===== src/rtl/spi_xcvr_pkg.sv =====
package spi_xcvr_pkg;

  typedef struct packed {
    logic       en;
    logic       master;
    logic       cs_hi;
    logic       idle_hi;
    logic       rise;
    logic [2:0] rate;
  } spi_ctl_t;

  localparam logic [7:0] CTL_RESET = 8'h08;

endpackage


===== src/rtl/spi_rate_gen.sv =====
module spi_rate_gen #(
  parameter int RATE_W = 3
) (
  input  logic              clk,
  input  logic              rst,
  input  logic              run,
  input  logic [RATE_W-1:0] rate,
  output logic              tick
);
  localparam int CW = (1 << RATE_W);

  logic [CW-1:0] cnt;
  logic [CW-1:0] lim;

  assign lim  = (CW'(1) << rate) - CW'(1);
  assign tick = run && (cnt == lim);

  always_ff @(posedge clk) begin
    if (rst || !run) cnt <= '0;
    else if (tick)   cnt <= '0;
    else             cnt <= cnt + CW'(1);
  end

endmodule


===== src/rtl/spi_sync.sv =====
module spi_sync #(
  parameter int W      = 1,
  parameter int STAGES = 2
) (
  input  logic         clk,
  input  logic         rst,
  input  logic [W-1:0] d,
  output logic [W-1:0] q
);
  logic [W-1:0] pipe [STAGES];

  always_ff @(posedge clk) begin
    if (rst) begin
      for (int i = 0; i < STAGES; i++) pipe[i] <= '0;
    end else begin
      pipe[0] <= d;
      for (int i = 1; i < STAGES; i++) pipe[i] <= pipe[i-1];
    end
  end

  assign q = pipe[STAGES-1];

endmodule


===== src/rtl/spi_shift_core.sv =====
module spi_shift_core
  import spi_xcvr_pkg::*;
#(
  parameter int DW = 8
) (
  input  logic          clk,
  input  logic          rst,
  input  spi_ctl_t      ctl,
  input  logic          start,
  input  logic          rd,
  input  logic [DW-1:0] tx_data,
  input  logic          tick,
  input  logic          miso_in,
  input  logic          s_sck,
  input  logic          s_mosi,
  input  logic          s_cs,
  output logic          busy,
  output logic          sck_q,
  output logic          shout,
  output logic          sel,
  output logic [DW-1:0] rx_data,
  output logic          done
);
  localparam int            SW   = $clog2(DW) + 1;
  localparam logic [SW-1:0] LAST = SW'(DW);

  logic [DW-1:0] tx_sh, tx_hold, rx_sh, rx_nx;
  logic [SW-1:0] smp, smp_nx;
  logic s_sck_d, m_on, s_on, edge_v, new_lvl, din, is_smp, is_shf, fin;

  always_comb begin
    m_on    = ctl.en & ctl.master;
    s_on    = ctl.en & ~ctl.master;
    sel     = s_on & (s_cs == ctl.cs_hi);
    edge_v  = m_on ? (busy & tick) : (sel & (s_sck != s_sck_d));
    new_lvl = m_on ? ~sck_q : s_sck;
    din     = m_on ? miso_in : s_mosi;
    is_smp  = edge_v & (new_lvl == ctl.rise);
    is_shf  = edge_v & ~is_smp & (smp != '0) & (smp < LAST);
    rx_nx   = {rx_sh[DW-2:0], din};
    smp_nx  = is_smp ? smp + 1'b1 : smp;
    fin     = m_on ? (edge_v & (new_lvl == ctl.idle_hi) & (smp_nx == LAST))
                   : (is_smp & (smp_nx == LAST));
  end

  assign shout = tx_sh[DW-1];

  always_ff @(posedge clk) begin
    if (rst) begin
      busy    <= 1'b0;
      sck_q   <= 1'b0;
      s_sck_d <= 1'b0;
      tx_sh   <= '0;
      tx_hold <= '0;
      rx_sh   <= '0;
      rx_data <= '0;
      smp     <= '0;
      done    <= 1'b0;
    end else begin
      s_sck_d <= s_sck;
      if (!ctl.en) begin
        busy <= 1'b0;
        smp  <= '0;
      end else if (start && !busy) begin
        done    <= 1'b0;
        tx_sh   <= tx_data;
        tx_hold <= tx_data;
        smp     <= '0;
        busy    <= ctl.master;
      end else if (edge_v) begin
        if (is_smp) rx_sh <= rx_nx;
        if (is_shf) tx_sh <= {tx_sh[DW-2:0], 1'b0};
        smp <= smp_nx;
        if (fin) begin
          done    <= 1'b1;
          rx_data <= is_smp ? rx_nx : rx_sh;
          busy    <= 1'b0;
          smp     <= '0;
          tx_sh   <= tx_hold;
        end else if (rd) begin
          done <= 1'b0;
        end
      end else begin
        if (rd) done <= 1'b0;
        if (s_on && !sel && smp != '0) begin
          smp   <= '0;
          tx_sh <= tx_hold;
        end
      end
      if (m_on && !busy)      sck_q <= ctl.idle_hi;
      else if (m_on && edge_v) sck_q <= new_lvl;
    end
  end

  AST_SMP_LIMIT: assert property (@(posedge clk) disable iff (rst)
    smp <= LAST);
  AST_START_CLEARS_DONE: assert property (@(posedge clk) disable iff (rst)
    (start && ctl.en && !busy) |=> !done);
  AST_IDLE_LEVEL: assert property (@(posedge clk) disable iff (rst)
    (m_on && !busy && $past(m_on && !busy) && $stable(ctl)) |-> (sck_q == ctl.idle_hi));
  AST_DONE_ON_EDGE: assert property (@(posedge clk) disable iff (rst)
    $rose(done) |-> $past(edge_v));

endmodule


===== src/rtl/spi_pin_route.sv =====
module spi_pin_route #(
  parameter int NGRP = 2,
  parameter int GW   = 1
) (
  input  logic            clk,
  input  logic            rst,
  input  logic            en,
  input  logic [GW-1:0]   map_sel,
  input  logic            m_on,
  input  logic            sel,
  input  logic            sck_q,
  input  logic            shout,
  input  logic [NGRP-1:0] sck_i,
  input  logic [NGRP-1:0] mosi_i,
  input  logic [NGRP-1:0] miso_i,
  input  logic [NGRP-1:0] cs_i,
  output logic [NGRP-1:0] sck_o,
  output logic [NGRP-1:0] sck_oe,
  output logic [NGRP-1:0] mosi_o,
  output logic [NGRP-1:0] mosi_oe,
  output logic [NGRP-1:0] miso_o,
  output logic [NGRP-1:0] miso_oe,
  output logic            sck_in,
  output logic            mosi_in,
  output logic            miso_in,
  output logic            cs_in
);
  logic [NGRP-1:0] grp_act;

  genvar g;
  generate
    for (g = 0; g < NGRP; g++) begin : g_grp
      logic here;
      assign here       = (map_sel == GW'(g));
      assign sck_o[g]   = here & sck_q;
      assign sck_oe[g]  = here & m_on;
      assign mosi_o[g]  = here & shout;
      assign mosi_oe[g] = here & m_on;
      assign miso_o[g]  = here & shout;
      assign miso_oe[g] = here & sel;
      assign grp_act[g] = sck_oe[g] | mosi_oe[g] | miso_oe[g];
    end
  endgenerate

  assign sck_in  = sck_i[map_sel];
  assign mosi_in = mosi_i[map_sel];
  assign miso_in = miso_i[map_sel];
  assign cs_in   = cs_i[map_sel];

  AST_QUIET_WHEN_OFF: assert property (@(posedge clk) disable iff (rst)
    !en |-> (grp_act == '0));
  AST_SINGLE_GROUP: assert property (@(posedge clk) disable iff (rst)
    $onehot0(grp_act));

endmodule


===== src/rtl/spi_xcvr.sv =====
module spi_xcvr
  import spi_xcvr_pkg::*;
#(
  parameter int  DW   = 8,
  parameter int  NGRP = 2,
  parameter int  SYNC = 2,
  localparam int GW   = (NGRP > 1) ? $clog2(NGRP) : 1
) (
  input  logic            clk,
  input  logic            rst,
  input  logic            cfg_we,
  input  logic [7:0]      cfg_wdata,
  output logic [7:0]      cfg_rdata,
  input  logic [GW-1:0]   map_sel,
  input  logic            start,
  input  logic            rx_rd,
  input  logic [DW-1:0]   tx_data,
  output logic [DW-1:0]   rx_data,
  output logic            done,
  input  logic [NGRP-1:0] sck_i,
  output logic [NGRP-1:0] sck_o,
  output logic [NGRP-1:0] sck_oe,
  input  logic [NGRP-1:0] mosi_i,
  output logic [NGRP-1:0] mosi_o,
  output logic [NGRP-1:0] mosi_oe,
  input  logic [NGRP-1:0] miso_i,
  output logic [NGRP-1:0] miso_o,
  output logic [NGRP-1:0] miso_oe,
  input  logic [NGRP-1:0] cs_i
);
  logic [7:0] cfg_q;
  spi_ctl_t   ctl;
  logic       tick, busy, sck_q, shout, sel, m_on;
  logic       p_sck, p_mosi, p_miso, p_cs;
  logic [2:0] syncd;

  assign ctl       = spi_ctl_t'(cfg_q);
  assign cfg_rdata = cfg_q;
  assign m_on      = ctl.en & ctl.master;

  always_ff @(posedge clk) begin
    if (rst)         cfg_q <= CTL_RESET;
    else if (cfg_we) cfg_q <= cfg_wdata;
  end

  spi_rate_gen #(.RATE_W(3)) u_rate (
    .clk(clk), .rst(rst), .run(busy), .rate(ctl.rate), .tick(tick)
  );

  spi_sync #(.W(3), .STAGES(SYNC)) u_sync (
    .clk(clk), .rst(rst), .d({p_sck, p_mosi, p_cs}), .q(syncd)
  );

  spi_shift_core #(.DW(DW)) u_core (
    .clk(clk), .rst(rst), .ctl(ctl), .start(start), .rd(rx_rd),
    .tx_data(tx_data), .tick(tick), .miso_in(p_miso),
    .s_sck(syncd[2]), .s_mosi(syncd[1]), .s_cs(syncd[0]),
    .busy(busy), .sck_q(sck_q), .shout(shout), .sel(sel),
    .rx_data(rx_data), .done(done)
  );

  spi_pin_route #(.NGRP(NGRP), .GW(GW)) u_route (
    .clk(clk), .rst(rst), .en(ctl.en), .map_sel(map_sel), .m_on(m_on),
    .sel(sel), .sck_q(sck_q), .shout(shout),
    .sck_i(sck_i), .mosi_i(mosi_i), .miso_i(miso_i), .cs_i(cs_i),
    .sck_o(sck_o), .sck_oe(sck_oe), .mosi_o(mosi_o), .mosi_oe(mosi_oe),
    .miso_o(miso_o), .miso_oe(miso_oe),
    .sck_in(p_sck), .mosi_in(p_mosi), .miso_in(p_miso), .cs_in(p_cs)
  );

endmodule


===== config.mk =====
export PLATFORM = sky130hd
export DESIGN_NAME = spi_xcvr
export DESIGN_NICKNAME = d
export VERILOG_FILES = /design/src/rtl/spi_xcvr_pkg.sv /design/src/rtl/spi_rate_gen.sv /design/src/rtl/spi_sync.sv /design/src/rtl/spi_shift_core.sv /design/src/rtl/spi_pin_route.sv /design/src/rtl/spi_xcvr.sv
export SDC_FILE = /design/constraint.sdc
export NUM_CORES = 1
export LEC_CHECK = 0
export BUFFER_PORTS_ARGS = -buffer_cell sky130_fd_sc_hd__buf_2
export CAP_MARGIN = 20
export CORE_AREA = 3 3 87 89
export DETAILED_ROUTE_END_ITERATION = 10
export DIE_AREA = 0 0 90 92
export PLACE_DENSITY = 0.78
export SYNTH_ARGS = -nofsm -noshare
export SYNTH_HDL_FRONTEND = slang
export SYNTH_SLANG_ARGS = --single-unit
export TNS_END_PERCENT = 5

===== constraint.sdc =====
create_clock -name clk -period 8.2 [get_ports clk]
set_input_delay 0.82 -clock clk [delete_from_list [all_inputs] [get_ports clk]]
set_output_delay 0.82 -clock clk [all_outputs]
set_load 0.02 [all_outputs]

After elaboration in Yosys (flattened, before gate mapping)
Memory sizes are Yosys's and may differ from the RTL's.
Cells that the tools add are included.
{ "totals": {"ff_bits": 56, "ram_bits": 6, "input_bits": 30, "out_inout_bits": 29, "wordCells": 112, "memories": 1} }
{ "mem_list": {"columns": ["name", "words", "word_bits", "rd", "rd_ports_with_merged_regs", "write_ports", "line", "rtl"], "rows": [
  ["u_sync.pipe", 2, 3, 2, 0, 2, "spi_sync.sv:10", "logic [W-1:0] pipe [STAGES];"]
]} }
{ "op_classes": {"addsub": 3, "magnitude_cmp": 2, "eq_ne": 7, "shift": 1, "mux": 36, "bitwise_logic": 28, "n_reduce_logical": 23} }
{ "op_table": {"columns": ["op", "n"], "rows": [
  ["two-way mux 8 bit", 6],
  ["two-way mux 1 bit", 24],
  ["AND 1 bit", 20],
  ["two-way mux 4 bit", 4],
  ["adder 8 x 1 -> 8 bit, second input constant", 1],
  ["== test 8 bit", 1],
  ["nonzero test 2 bit", 4],
  ["<< shifter 1 x 3 -> 8 bit, first input constant", 1],
  ["subtractor 8 x 2 -> 8 bit, second input constant", 1],
  ["logical AND 1 bit", 6],
  ["two-way mux 3 bit", 2],
  ["NOT 1 bit", 6],
  ["AND reduction 3 bit", 2],
  ["adder 4 x 1 -> 4 bit, second input constant", 1],
  ["== test 4 bit, second input constant", 1],
  ["less-than comparator 4 bit, second input constant", 1],
  ["inequality test 4 bit, second input constant", 1],
  ["AND reduction 2 bit", 2],
  ["AND reduction 4 bit", 1],
  ["nonzero test 4 bit", 1],
  ["OR reduction 2 bit", 2],
  ["== test 1 bit", 3],
  ["nonzero test 3 bit", 1],
  ["OR reduction 3 bit", 1],
  ["5 further kinds", 7]
]} }

Logic depth before layout (Yosys ltp)
Gate-level depths: netlist of the first run.
{ "logic_depth": {"word_depth": 15, "ltp_mapped": 18, "ltp_nobuf": 13} }

By module
Synthesis of the first run repeated with hierarchy kept, for this count alone.
{ "unflattened": {"cells_unflattened": 395, "hier_area_um2": 3384.5} }
{ "by_module_without_submodules": {"columns": ["module", "n_inst", "cells_per_inst", "area_per_inst_um2", "seq_area_each_um2"], "rows": [
  ["spi_shift_core", 1, 268, 2197.1, 800.8],
  ["spi_rate_gen", 1, 68, 566.8, 160.2],
  ["spi_xcvr", 1, 27, 296.5, 160.2],
  ["spi_sync", 1, 15, 180.2, 120.1],
  ["spi_pin_route", 1, 17, 143.9, 0.0]
]} }

Worst setup path before layout of the first run
Ideal clock, no wire load.
{ "synth_path": {"path_type": "reg2reg", "from": "register cfg_q[1] (netlist: cfg_rdata[1])", "to": "register u_core.tx_sh[5]", "setup_time_ps": 88, "t_arrival_ps": 3219, "required_time_ps": 8112, "path_slack_ps": 4893, "stages_incl_launch_ff": 17, "n_path_buf": 3, "synth_period_minus_slack_ps": 3307, "cell_sequence": "dfxtp_1 > buf_6 > nor2_1 > nand2_1 > ha_1 > buf_6 > or4_1 > o211ai_2 > a22oi_2 > o21ai_4 > a21o_4 > buf_12 > o2111a_4 > o211ai_2 > nand2_2 > mux2_2 > o32ai_2"} }
{ "synth_via": {"elab_chain_cells": 14, "elab_cells_between_ends": 23, "cone_classes": "add/sub (1); eq/ne (3); shift (1); mux (6); bitwise (9); reduce/logical (3)"} }
{ "synth_rtl": {"columns": ["element", "line", "rtl"], "rows": [
  ["start, declared", "spi_xcvr.sv:31", "logic [7:0] cfg_q;"],
  ["start signal, assigned", "spi_xcvr.sv:43", "else if (cfg_we) cfg_q <= cfg_wdata;"],
  ["<< shifter 1 x 3 -> 8 bit *", "spi_rate_gen.sv:15", "assign lim = (CW'(1) << rate) - CW'(1);"],
  ["subtractor 8 x 2 -> 8 bit *", "spi_rate_gen.sv:15", null],
  ["== test 8 bit *", "spi_rate_gen.sv:16", "assign tick = run && (cnt == lim);"],
  ["logical AND 1 bit *", "spi_rate_gen.sv:16", null],
  ["AND 1 bit *", "spi_shift_core.sv:35", "edge_v = m_on ? (busy & tick) : (sel & (s_sck != s_sck_d));"],
  ["two-way mux 1 bit *", "spi_shift_core.sv:35", null],
  ["AND 1 bit", "spi_shift_core.sv:38", "is_smp = edge_v & (new_lvl == ctl.rise);"],
  ["two-way mux 4 bit", "spi_shift_core.sv:41", "smp_nx = is_smp ? smp + 1'b1 : smp;"],
  ["== test 4 bit", "spi_shift_core.sv:42, spi_shift_core.sv:43", null],
  ["AND 1 bit, on equally long branches", "spi_shift_core.sv:43, spi_shift_core.sv:42", null],
  ["two-way mux 1 bit", "spi_shift_core.sv:42", "fin = m_on ? (edge_v & (new_lvl == ctl.idle_hi) & (smp_nx == LAST))"],
  ["two-way mux 8 bit", "spi_shift_core.sv:74", "if (fin) begin"],
  ["two-way mux 8 bit", "spi_shift_core.sv:70", "end else if (edge_v) begin"],
  ["two-way mux 8 bit", "spi_shift_core.sv:64", "end else if (start && !busy) begin"],
  ["end signal, assigned", "spi_shift_core.sv:66", "tx_sh <= tx_data;"],
  ["end signal, assigned", "spi_shift_core.sv:72", "if (is_shf) tx_sh <= {tx_sh[DW-2:0], 1'b0};"],
  ["end signal, assigned", "spi_shift_core.sv:79", "tx_sh <= tx_hold;"],
  ["end, declared", "spi_shift_core.sv:27", "logic [DW-1:0] tx_sh, tx_hold, rx_sh, rx_nx;"]
]} }
Mark *: on every way between the ends. The rest lies on a longest branch, timed or not.
A chain may end at the register's enable or synchronous reset.

Worst setup path in the final report of the first run
{ "layout_path": {"from": "register cfg_q[1] (netlist: cfg_rdata[1])", "to": "register u_core.rx_data[0]"} }
{ "layout_via": {"elab_chain_cells": 12, "elab_cells_between_ends": 15, "cone_classes": "add/sub (1); eq/ne (2); shift (1); mux (4); bitwise (5); reduce/logical (2)"} }
{ "layout_rtl": {"columns": ["element", "line", "rtl"], "rows": [
  ["<< shifter 1 x 3 -> 8 bit *", "spi_rate_gen.sv:15", null],
  ["subtractor 8 x 2 -> 8 bit *", "spi_rate_gen.sv:15", null],
  ["== test 8 bit *", "spi_rate_gen.sv:16", null],
  ["logical AND 1 bit *", "spi_rate_gen.sv:16", null],
  ["AND 1 bit *", "spi_shift_core.sv:35", null],
  ["two-way mux 1 bit *", "spi_shift_core.sv:35", null],
  ["AND 1 bit", "spi_shift_core.sv:38", null],
  ["two-way mux 4 bit", "spi_shift_core.sv:41", null],
  ["== test 4 bit", "spi_shift_core.sv:42, spi_shift_core.sv:43", null],
  ["AND 1 bit, on equally long branches", "spi_shift_core.sv:43, spi_shift_core.sv:42", null],
  ["two-way mux 1 bit", "spi_shift_core.sv:42", null],
  ["AND reduction 4 bit (no source line)", null, null],
  ["end signal, assigned", "spi_shift_core.sv:76", "rx_data <= is_smp ? rx_nx : rx_sh;"],
  ["end, declared", "spi_shift_core.sv:21", "output logic [DW-1:0] rx_data,"]
]} }
Marks and branches as above.

==> summary.txt, run 1 <==
GRT
  – Maximum number of pins on one net before global-route repair: 48
  – GRT Util Overall: 18.1%
  – Initial antenna violation count: 0
  – Total gr overflow: 0
  – Vias in the first global route: 2603
  – First-pass GRT wire length: 12.2 mm

CTS
  – # resized after CTS: 0
  – CTS max path bufs: 2
  – Postcts setup bufs: 0
  – Root buffer cell: clkbuf_8
  – Clk slew on worst S/H paths: 70 ps
  – Clock sink total: 62
  – CTS tree: yes
  – TritonCTS buffer count: 9
  – Post-CTS Hold Buffers: 0
  – Worst-skew pair later-pin latency: 340 ps
  – H-tree depth: 3

Timing
  – Fin crit share: 45.9%
  – Setup-failing EPs final: 0
  – Fin. Hold Viols: 0
  – Worst relative slew slack: 41.2%
  – F_max: 0.266 GHz
  – RSZ-0062 raised after global routing: no
  – Setup TNS Final: 0 ps
  – Max-slew violations: 0
  – Fin crit period: 3760 ps
  – Setup Skew: 8.80 ps
  – Worst-Margin Slew: 881 ps

Finish
  – Final Net Count: 451
  – Final non-filler cell total: 517
  – Most frequent cells in the layout: 71 x nor2_1, 62 x dfxtp_1, 58 x buf_2
  – Area grow syn2layout: 11.8%
  – Diodes inserted: 0
  – Fin util: 55.9%
  – Commonest non-fill, non-tap cell in the layout: nor2_1
  – Ratio of cells with drive above 1 in the final layout: 27.8%

Run status
  – Status: complete, no violations

Critical path
  – Worst path max stage delay: 590 ps
  – FF-to-FF setup slack: 4440 ps
  – Slowest CP cell: and3b_1
  – Worst r2r src: cfg_rdata[1]
  – Crit. End Element: flop
  – Critical Path Fanout Max: 17
  – Worst path cell trace: nor2_1 -> nand2_1 -> ha_1 -> xnor2_2 -> mux2i_1 -> a21o_2 -> nor3_4 -> a21o_4 -> a311oi_2 -> o21a_1 -> and3b_1 -> nor2_1 -> a211oi_1
  – Depth of the worst register-to-register path: 13
  – Reg2Reg Capture Point: u_core.rx_data[0]
  – Critical Path Start Type: flop
  – Req. time, crit path: 8450 ps
  – WS Path Type: reg2reg
  – Most used cell, CP: nor2_1
  – CP Data Arrival Time: 4010 ps

Synthesis
  – Mapped Avg Cell Area: 9.20 sq um
  – Yosys reg bits: 62
  – Mapped Cells: 371
  – Synth Net Count: 405
  – Sequential element share of the synthesized area: 36.4%
  – Synth async-reset ratio: 0%
  – Leading area contributor after synthesis: dfxtp_1
  – Synth unique cells: 68
  – Cell Area, Synth: 0.00341 sq mm
  – Syn. warnings: 0
  – Yosys top cell area share: 36.4%
  – Top area cells in the synthesized netlist: dfxtp_1 36%, mux2i_1 8.5%, nor2_1 7.8%
  – Post-synth EDFFs: 0
  – Synth Flop Type: dfxtp_1

Power and ir drop
  – Clock Power Share: 39.8%
  – Pint: 0.000488 W
  – Power density over the cells: 173 mW/mm^2
  – Tot Pwr: 0.000659 W
  – Power share of the combinational group: 12.2%
  – Sequential Power Share: 48.0%
  – Sw Pwr: 0.000171 W
  – Leak Pwr: 1.57 nW
  – Worst vdd ir: 0.0000790 V
  – Switch share: 25.9%

Die
  – Initial Util: 49.9%
  – Core ar.: 0.00683 sq mm
  – DIE HEIGHT: 92 um
  – Num ports: 59
  – Chip width: 90 um
  – Cell Rows: 30
  – Die area: 0.00828 sq mm

Place
  – Input/output buffers: 58
  – Post-Place Cells: 502
  – Dpl hpwl: 5.04 mm
  – Gpl congestion: 0.912

Drt
  – Via density: 5.26
  – 1st-iter DRT viols: 227
  – First-pass DRT Iterations: 4
  – Via count: 2718
  – Residual DRC count: 0
  – Post-route ant nets: 0
  – Wire per inst: 14.0 um
  – Post-Route WL: 7.24 mm

Min path
  – Worst Hold Launch: u_sync.pipe[0][1]
  – Hold WC Path Type: reg2reg
  – Worst hold endpoint: u_sync.pipe[0][4]
  – WHS Path Cells: 1

Flow run
  – Max-cap check violation count: 0
## state kept, by name, summed over array words and instances, names as in the netlist, 4 cells and up
signal and flops:
u_core.rx_sh 8, u_sync.pipe 6, u_core.tx_hold 8, u_core.tx_sh 8, cfg_rdata 8, u_core.smp 4
u_rate.cnt 8, u_core.rx_data 8
## synth_stat cells, drive strengths merged (2+ instances only)
library cell and number:
nand2b 3, nand2 34, inv 15, clkbuf 9, o21ai 6, mux2i 30
o32ai 7, a211o 2, a21o 3, a311oi 3, xnor2 6, o22ai 2
or2b 2, dfxtp 62, a31oi 5, buf 16, nor2 72, a21oi 17
or2 3, and3 5, ha 4, a22oi 2, o211ai 3, a211oi 10
nor2b 8, and2 5, nand3 6, nor3 3, mux2 6, xor2 8
## cell type report
type,count,area (sq um)
Clock inverter,4,47.5
Clock buffer,11,141
Sequential cell,62,1240
Multi-Input combinational cell,269,1900
Fill cell,594,3020
Timing Repair Buffer,60,305
Inverter,15,56.3
Tap cell,96,120
## how the worst max path moves through the flow
stage	startpoint	slack (ps)	depth (start not counted)	end
floorplan	cfg_rdata[1]	4890	16	u_core.tx_sh[5]
global placement	cfg_rdata[1]	4730	13	u_core.rx_data[7]
global route	cfg_rdata[1]	4070	13	u_core.rx_data[0]
CTS	cfg_rdata[1]	4450	13	u_core.rx_data[0]
detailed placement	cfg_rdata[1]	4510	13	u_core.rx_data[0]
finish	cfg_rdata[1]	4440	13	u_core.rx_data[0]
## kinds of logic (layout without fill, tap and decap cells)
kind of cell,count (synthesis),in the layout,synth area share (%)
muxes,36,36,11.1
adders and majority gates,4,4,1.47
buffers and inverters,40,90,7.81
DFF,62,62,36.4
AOI/OAI and AO/OA,67,67,17.8
and+or+nand+nor,148,148,21.0
xor gates and xnor gates,14,14,4.36
## critical path, delay by kind of cell (launching register included)
kind,cells,cell delay (ps)
compound gates,5,1370
simple gates,5,1000
flops,1,580
fa+ha+maj,1,350
mux,1,200
xor+xnor,1,170
## power groups by stage
stage	combinational [W]	clock (W)	sequential, W
global route	0.0000876	0.000278	0.000317
floorplan	0.0000635	0	0.000322
CTS	0.0000805	0.000266	0.000316
finish	0.0000804	0.000262	0.000316
detailed placement	0.0000802	0	0.000323
global placement	0.0000783	0	0.000322
## metrics by stage
step	instance area (sq um)	setup WS [ps]	hold WS, ps
floorplan	3410	4890	414
global placement	3630	4730	418
detailed placement	3630	4510	427
CTS	3820	4450	443
global route	3820	4070	456
finish	3820	4440	441
## metal layers
layer | track usage (%) | share of wire [%] | wire length, um | vias up
li1 | - | - | - | 1368
met1 | 23.1 | 46 | 3330 | 1256
met2 | 29.0 | 47 | 3370 | 78
met3 | 3.36 | 5.0 | 361 | 16
met4 | 9.57 | 2.4 | 173 | 0
met5 | 0 | 0 | 0 | -
Note: power is estimated with default switching activity, not from simulation.
==> inputs of run 2 (changes only) <==
--- a/config.mk
+++ b/config.mk
@@ -5,12 +5,13 @@
 export SDC_FILE = /design/constraint.sdc
 export NUM_CORES = 1
 export LEC_CHECK = 0
+export ABC_AREA = 1
 export BUFFER_PORTS_ARGS = -buffer_cell sky130_fd_sc_hd__buf_2
 export CAP_MARGIN = 20
 export CORE_AREA = 3 3 87 89
 export DETAILED_ROUTE_END_ITERATION = 10
 export DIE_AREA = 0 0 90 92
-export PLACE_DENSITY = 0.78
+export PLACE_DENSITY = 0.8
 export SYNTH_ARGS = -nofsm -noshare
 export SYNTH_HDL_FRONTEND = slang
 export SYNTH_SLANG_ARGS = --single-unit
==> constraint.sdc (replaced) <==
create_clock -name clk -period 3.39 [get_ports clk]
set_input_delay 0.339 -clock clk [delete_from_list [all_inputs] [get_ports clk]]
set_output_delay 0.339 -clock clk [all_outputs]
set_load 0.02 [all_outputs]
==> run 2 against run 1 <==
Area after synthesis shrank 1.3%. Core utilization grew 1.2 points. Die area is the same. Final area grew 2.2%. Combinational power grew to 2.6 times the previous value. Highest routed layer unchanged. Non-clock buffer count grew 1.
==> summary.txt, run 2 <==
Synthesis
  – Post-synth EDFFs: 0
  – Commonest cells post-synth: 119 x nand2_1, 84 x nor2_1, 62 x dfxtp_1, 49 x inv_1, 35 x a21oi_1
  – Mapped Avg Cell Area: 6.79 sq um
  – Synth Net Count: 530
  – Sequential element share of the synthesized area: 36.9%
  – Top area cells in the synthesized netlist: dfxtp_1 37%, nand2_1 13%, nor2_1 9.4%
  – Yosys top cell area share: 36.9%
  – Syn. warnings: 0
  – Cell Area, Synth: 0.00337 sq mm
  – Leading area contributor after synthesis: dfxtp_1
  – Mapped Cells: 496
  – Synth unique cells: 38
  – Synth Flop Type: dfxtp_1
  – Synth async-reset ratio: 0%
  – Most common cell in the netlist: nand2_1
  – Yosys reg bits: 62

CTS
  – Post-CTS Hold Buffers: 0
  – Clock sink total: 62
  – TritonCTS buffer count: 9
  – Worst-skew pair later-pin latency: 350 ps
  – Clk slew on worst S/H paths: 70 ps
  – CTS max path bufs: 2
  – Root buffer cell: clkbuf_8
  – H-tree depth: 3
  – CTS tree: yes

Power and ir drop
  – Power density over the cells: 437 mW/mm^2
  – Tot Pwr: 0.00170 W
  – Sw Pwr: 0.000451 W
  – Power share of the combinational group: 12.5%
  – Sequential Power Share: 45.1%
  – Worst vdd ir: 0.000276 V
  – Leak Pwr: 1.78 nW
  – Switch share: 26.5%
  – Clock Power Share: 42.4%
  – Pint: 0.00125 W

Critical path
  – FF-to-FF setup slack: 380 ps
  – Critical Path Fanout Max: 13
  – Req. time, crit path: 3670 ps
  – Worst path max stage delay: 430 ps
  – Slowest CP cell: dfxtp_1
  – Critical Path Start Type: flop
  – WS Path Type: reg2reg
  – Worst path cell trace: inv_2 -> nand3_2 -> ha_1 -> inv_1 -> nand2_1 -> nand2_1 -> nand2_1 -> nand3_1 -> nor2_2 -> nand3_1 -> nand2_1 -> nand3_4 -> nand2_1 -> nand2_1 -> nor2_1 -> nand3_2 -> nand3_4 -> nand3_4 -> nand2_1 -> nand2_1 -> nor2_1
  – Crit. End Element: flop
  – Depth of the worst register-to-register path: 21
  – Reg2Reg Capture Point: u_core.tx_sh[6]
  – Worst r2r src: cfg_rdata[1]
  – CP Data Arrival Time: 3290 ps
  – Most used cell, CP: nand2_1

Die
  – DIE HEIGHT: 92 um
  – Die area: 0.00828 sq mm
  – Chip width: 90 um
  – Initial Util: 49.3%
  – Cell Rows: 30
  – Core ar.: 0.00683 sq mm
  – Num ports: 59

Min path
  – Worst hold endpoint: cfg_rdata[3]
  – Hold WC Path Type: in2reg
  – WHS Path Cells: 3
  – Worst Hold Launch: cfg_wdata[3]

GRT
  – GRT Util Overall: 20.0%
  – GR Util met2: 32.4%
  – Vias in the first global route: 2990
  – Total gr overflow: 0
  – First-pass GRT wire length: 13.4 mm
  – GR Layer Usage met3: 6.97%
  – Global route hottest layer: met2
  – GR met1 Demand/Resource: 24.3%
  – Initial antenna violation count: 0
  – Maximum number of pins on one net before global-route repair: 32

Timing
  – Setup-failing EPs final: 0
  – Fin crit period: 3010 ps
  – Hold slack: 204 ps
  – PnR worst setup slack: 380 ps
  – Max-slew violations: 0
  – F_max: 0.332 GHz
  – Fin. Hold Viols: 0
  – Setup Skew: 11.3 ps
  – Worst relative slew slack: 59.2%
  – Fin crit share: 88.8%
  – Worst-Margin Slew: 612 ps

Drt
  – First-pass DRT Iterations: 4
  – Residual DRC count: 0
  – Via count: 3245
  – Wire per inst: 12.1 um
  – Post-route ant nets: 0
  – Via density: 5.01
  – 1st-iter DRT viols: 168
  – Post-Route WL: 7.84 mm

Place
  – Gpl congestion: 0.903
  – Place WS: 306 ps
  – Post-Place Cells: 631
  – Dpl hpwl: 5.65 mm
  – DP Area: 0.00366 sq mm
  – Input/output buffers: 58

Finish
  – Diodes inserted: 0
  – Commonest non-fill, non-tap cell in the layout: nand2_1
  – Most frequent cells in the layout: 119 x nand2_1, 84 x nor2_1, 61 x dfxtp_1
  – Design area: 0.00390 sq mm
  – Final non-filler cell total: 648
  – Area grow syn2layout: 15.8%
  – Ratio of cells with drive above 1 in the final layout: 21.2%
  – Final Net Count: 581

Run status
  – Status: complete, no violations

Flow run
  – Max-cap check violation count: 0
-- run 2: cell type report --
type                            count  area (sq um)
Fill cell                         671          2930
Multi-Input combinational cell    357          1790
Sequential cell                    62          1240
Timing Repair Buffer               61           313
Inverter                           56           215
Clock buffer                       10           138
Tap cell                           96           120
Clock inverter                      6          85.1
-- run 2: logic make-up (layout without fill, tap and decap cells) --
kind of cell             Yosys count  in the layout  synth area share, %
AND/OR/NAND/NOR                  287            287                 39.7
buffers and inverters             77            133                 10.3
flip-flops                        62             62                 36.9
AO/OA/AOI/OAI                     58             58                 9.62
XOR/XNOR                           8              8                 2.08
adder cells (fa/ha/maj)            4              4                 1.49
-- run 2: repair_timing --
action	CTS	global route
gates resized for setup	0	2
setup buffers	0	1
endpoints found under the setup margin	0	18
-- run 2: routing by layer --
layer  routed length (um)  up-vias  part of all wire (%)
met3                  590       12                   7.5
met5                    0        -                     0
met4                  136        0                   1.7
li1                     -     1682                     -
met1                 3510     1451                    45
met2                 3600      100                    46
-- run 2: power by group through the flow --
stage	sequential [W]	combinational, W	clock, W
after floorplan	0.000785	0.000154	0
after global placement	0.000784	0.000203	0
after detailed placement	0.000784	0.000208	0
after CTS	0.000768	0.000211	0.000742
after global routing	0.000771	0.000239	0.000777
final	0.000769	0.000212	0.000723
-- run 2: worst max-delay path, delay by kind of cell, from the launching register on --
kind	cells	cell delay, ps
adders and majority gates	1	280
buffers and inverters	2	210
DFF	1	430
and+or+nand+nor	18	2010
-- run 2: worst max path at each step --
stage | slack (ps) | end | startpoint
after detailed placement | 310 | u_core.rx_data[0] | cfg_rdata[2]
after CTS | 230 | u_core.rx_data[0] | cfg_rdata[2]
final | 380 | u_core.tx_sh[6] | cfg_rdata[1]
after global routing | -20 | u_core.tx_sh[6] | cfg_rdata[0]
after global placement | 430 | u_core.rx_data[4] | cfg_rdata[2]
after floorplan | 780 | u_core.tx_sh[3] | cfg_rdata[2]
-- run 2: per-stage QoR --
step / utilization (%) / TNS (ps)
floorplan: - / 0
finish: 57.1 / 0
CTS: 56.8 / 0
detailed placement: 53.6 / 0
global route: 57.1 / -57.4
global placement: 53.6 / 0
